**src/rtl/mdot_pkg.sv**
```systemverilog
package mdot_pkg;
  localparam int LANE_W = 32;
  localparam int BYTE_W = 8;
  localparam int BYTES_PER_LANE = LANE_W / BYTE_W;

  typedef struct packed {
    logic       legal;
    logic       wide;
    logic [1:0] grp;
    logic [4:0] rd;
  } mdot_dec_t;

  // signed byte x unsigned byte, summed into a 32-bit accumulator (wraps)
  function automatic logic [LANE_W-1:0] lane_dot(
    input logic [LANE_W-1:0] acc,
    input logic [LANE_W-1:0] sw,
    input logic [LANE_W-1:0] uw
  );
    logic [LANE_W-1:0] sum;
    logic signed [16:0] sa, ub, p;
    sum = acc;
    for (int k = 0; k < BYTES_PER_LANE; k++) begin
      sa  = {{9{sw[BYTE_W*k+BYTE_W-1]}}, sw[BYTE_W*k +: BYTE_W]};
      ub  = {9'b0, uw[BYTE_W*k +: BYTE_W]};
      p   = sa * ub;
      sum = sum + {{15{p[16]}}, p};
    end
    return sum;
  endfunction
endpackage

```
**src/rtl/mdot_decode.sv**
```systemverilog
module mdot_decode
  import mdot_pkg::*;
(
  input  logic [31:0] instr,
  input  logic        feat_en,
  output mdot_dec_t   dec,
  output logic        fixed_ok
);
  logic unused_fields;
  assign unused_fields = ^{instr[20:16], instr[9:5]};

  always_comb begin
    fixed_ok = (instr[31] == 1'b0) &&
               (instr[29] == 1'b0) &&
               (instr[28:24] == 5'b01111) &&
               (instr[23] == 1'b0) &&
               (instr[22] == 1'b0) &&
               (instr[15:12] == 4'b1111) &&
               (instr[10] == 1'b0);
    dec.legal = fixed_ok && feat_en;
    dec.wide  = instr[30];
    dec.grp   = {instr[11], instr[21]};
    dec.rd    = instr[4:0];
  end
endmodule

```
**src/rtl/mdot_lane.sv**
```systemverilog
module mdot_lane
  import mdot_pkg::*;
(
  input  logic              active,
  input  logic [LANE_W-1:0] acc,
  input  logic [LANE_W-1:0] sw,
  input  logic [LANE_W-1:0] uw,
  output logic [LANE_W-1:0] res
);
  always_comb res = active ? lane_dot(acc, sw, uw) : '0;
endmodule

```
**src/rtl/mdot_unit.sv**
```systemverilog
module mdot_unit
  import mdot_pkg::*;
#(
  parameter int VEC_W = 128
) (
  input  logic             clk,
  input  logic             rst,
  input  logic             in_valid,
  input  logic             feat_en,
  input  logic [31:0]      instr,
  input  logic [VEC_W-1:0] src_a,
  input  logic [VEC_W-1:0] src_b,
  input  logic [VEC_W-1:0] acc_in,
  output logic             out_valid,
  output logic             out_undef,
  output logic [4:0]       out_rd,
  output logic [VEC_W-1:0] out_data
);
  localparam int NUM_LANES = VEC_W / LANE_W;
  localparam int NARROW_LANES = NUM_LANES / 2;

  mdot_dec_t         dec;
  logic              fixed_ok;
  logic [LANE_W-1:0] grp_word;
  logic [VEC_W-1:0]  next_data;
  logic              accept_w;
  logic              reject_w;

  mdot_decode u_dec (
    .instr    (instr),
    .feat_en  (feat_en),
    .dec      (dec),
    .fixed_ok (fixed_ok)
  );

  assign grp_word = src_b[dec.grp*LANE_W +: LANE_W];
  assign accept_w = in_valid && dec.legal;
  assign reject_w = in_valid && !dec.legal;

  for (genvar e = 0; e < NUM_LANES; e++) begin : g_lane
    logic act;
    if (e < NARROW_LANES) begin : g_lo
      assign act = 1'b1;
    end else begin : g_hi
      assign act = dec.wide;
    end
    mdot_lane u_lane (
      .active (act),
      .acc    (acc_in[e*LANE_W +: LANE_W]),
      .sw     (src_a[e*LANE_W +: LANE_W]),
      .uw     (grp_word),
      .res    (next_data[e*LANE_W +: LANE_W])
    );
  end

  always_ff @(posedge clk) begin
    if (rst) begin
      out_valid <= 1'b0;
      out_undef <= 1'b0;
      out_rd    <= '0;
      out_data  <= '0;
    end else begin
      out_valid <= accept_w;
      out_undef <= reject_w;
      if (accept_w) begin
        out_rd   <= dec.rd;
        out_data <= next_data;
      end
    end
  end


  accept_lat_chk: assert property (@(posedge clk) disable iff (rst)
    (in_valid && fixed_ok && feat_en) |=> (out_valid && !out_undef));


  feat_off_chk: assert property (@(posedge clk) disable iff (rst)
    (in_valid && !feat_en) |=> (out_undef && !out_valid));


  idle_chk: assert property (@(posedge clk) disable iff (rst)
    !in_valid |=> (!out_valid && !out_undef));


  narrow_upper_chk: assert property (@(posedge clk) disable iff (rst)
    (out_valid && !$past(instr[30])) |-> (out_data[VEC_W-1:VEC_W/2] == '0));


  hold_chk: assert property (@(posedge clk) disable iff (rst)
    out_undef |-> ($stable(out_data) && $stable(out_rd)));
endmodule

```
**config.mk**
```make
export PLATFORM = sky130hd
export DESIGN_NAME = mdot_unit
export DESIGN_NICKNAME = d
export VERILOG_FILES = /design/src/rtl/mdot_pkg.sv /design/src/rtl/mdot_decode.sv /design/src/rtl/mdot_lane.sv /design/src/rtl/mdot_unit.sv
export SDC_FILE = /design/constraint.sdc
export NUM_CORES = 2
export LEC_CHECK = 0
export BUFFER_PORTS_ARGS = -buffer_cell sky130_fd_sc_hd__buf_2
export CORE_MARGIN = 2
export CORE_UTILIZATION = 45
export DETAILED_ROUTE_END_ITERATION = 8
export PLACE_DENSITY = 0.68
export SLEW_MARGIN = 10
export SYNTH_ARGS = -nofsm -noshare
export SYNTH_HDL_FRONTEND = slang
export SYNTH_HIERARCHICAL = 1
export SYNTH_SLANG_ARGS = --single-unit
```
**constraint.sdc**
```tcl
create_clock -name clk -period 11.5 [get_ports clk]
set_input_delay 0.575 -clock clk [delete_from_list [all_inputs] [get_ports clk]]
set_output_delay 0.575 -clock clk [all_outputs]
set_load 0.03 [all_outputs]
```
==> flow_metrics.py <==
metrics = {
    "placed_design": {
        "dp.final_hpwl_um": 139000,
        "routabilityCongestion": 0.918,
        "numPortBuffers": 544,
        "place_area_um2": 62000,
        "place_inst": 8613,
    },
    "layout": {
        "fillCellCount": 12000,
        "synthToLayoutAreaGrowth_pct": 9.43,
        "fin_area_um2": 62700,
        "num-nets-final": 9178,
        "drive_above_1_share": 0.116,
        "final_cell_count_no_fill": 8664,
    },
    "timing": {
        "timing.final.crit_share": 0.924,
        "hold_viol": 0,
        "setup_viol": 0,
        "fmax_mhz": 94.1,
        "rsz0062_at_grt": "false",
        "fin_crit_ns": 10.62,
        "worstMarginPinSlew_ns": 1.07,
        "hold_slack_ns": 0.284,
        "finalClockSkew_ns": 0,
        "final.setup.tns_ns": 0,
        "finalMaxSlewViolations": 0,
        "relSlewSlack": 0.285,
    },
    "detailed_routing": {
        "wl_per_cell_um": 18.8,
        "drt-pass1-iter-count": 7,
        "via_per_inst": 5.22,
        "drc": 0,
        "ant_nets": 0,
        "drtIter0Drc": 2395,
        "via_count": 45300,
        "drt-total-wl_um": 163000,
    },
    "setup_path": {
        "critPathMaxFanout": 23,
        "crit_path_start_kind": "input pin",
        "endpoint_kind": "flop",
        "cpMaxStageDelayCell": "mux4_2",
        "critPathMostFrequentCell": "fa_1",
        "reg2reg_slack_ns": 10.67,
        "cp.required_ns": 11.97,
        "crit_type": "in2reg",
        "cp.arrival_ns": 11.09,
        "cpPeakStageDelay_ns": 0.86,
        "critPathBufInv": 9,
        "critPathTopFamily": "adder cells",
    },
    "cts": {
        "cts.clk_slew.worst_paths_ns": 0.07,
        "cts_tree": "done",
        "root_buffer": "clkbuf_16",
        "postCtsResizedCells": 0,
        "cts.sinks": 135,
        "post_cts.repair.setup_buffers": 0,
        "clock_path_buffers": 2,
        "clk_latency_ns": 0.54,
        "cts_hold_buf": 0,
        "htreeDepth": 4,
        "numCtsBuffers": 17,
    },
    "global_route": {
        "grt_max_degree": 99,
        "grt_usage": 0.255,
        "overflow": 0,
        "grt_pass1_wl_um": 258000,
        "antenna_found_initial": 49,
        "grt_pass1_vias": 47400,
    },
    "floorplanning": {
        "die_h_um": 361,
        "ioPinCount": 555,
        "row_count": 130,
        "dieArea_um2": 130000,
        "initial_core_util": 0.455,
        "die_width_um": 361,
        "core-area_um2": 126000,
    },
    "synth": {
        "netlist_area_um2": 57300,
        "syn_inst": 6455,
        "ys.warnings.count": 6,
        "avgSynthCellArea_um2": 8.88,
    },
    "run_status": {
        "status": "finished clean",
    },
    "job": {
        "maxCapViolations": 0,
    },
    "min_path": {
        "hp-class": "in2reg",
    },
}
==> final cells by class <==
cell class,instances,area [µm²],share of cell area
multi-input combinational,4796,48700,0.776
inverter,1427,5370,0.0856
antenna,20,50.0,0.000798
clock buffer,17,425,0.00678
timing repair buffer,605,3210,0.0512
sequential,135,2700,0.0431
tap,1650,2060,0.0329
clock inverter,14,223,0.00355
==> metrics by stage <==
step	setup slack, ns	util
floorplan	1.27	-
global placement	0.455	0.492
detailed placement	0.353	0.492
CTS	0.913	0.497
global route	0.324	0.497
finish	0.877	0.498
==> layout by cell type (no fill, tap or decap), types with 32 or more instances in the layout <==
cell type	count
buf_2	542
and2_1	668
mux4_2	32
xor2_1	76
xnor2_1	196
fa_1	960
o21bai_1	44
nor2_1	206
buf_4	60
o21a_1	56
nand3_1	172
o21ai_0	73
a21oi_1	315
a21bo_1	69
a21bo_2	65
a21o_1	78
nand2b_1	100
nand2_1	422
nor3_1	55
ha_1	816
or3_1	37
inv_1	1426
dfxtp_1	135
==> tightest hold or removal path: cells and delay by family <==
| family | cells | cell delay, ns |
|---|---|---|
| buffers and inverters | 1 | 0.10 |
| and+or+nand+nor | 1 | 0.05 |
| AOI/OAI and AO/OA | 1 | 0.05 |
==> layer usage <==
metal | up-vias | global-route usage | wire length, µm
met5 | - | 0 | 192
met4 | 32 | 0.0915 | 5950
met3 | 234 | 0.0404 | 9070
met2 | 1080 | 0.438 | 79100
met1 | 22500 | 0.323 | 68400
li1 | 21400 | - | -
==> path summary, 6_finish.rpt <==
check               start      endpoint  cells past startpoint
max             instr[21]  out_data[95]                     36
min              instr[0]     out_rd[0]                      3
max reg2reg  out_data[31]  out_data[31]                      2
min reg2reg  out_data[85]  out_data[85]                      2
==> state kept, by name, summed over array words and instances, names as in the netlist <==
name,count
out_data,128
out_rd,5
out_undef,1
out_valid,1
Power is left out: the tool's default activity adds up to more than one toggle a clock period on the data nets, which glitch-free logic cannot reach.
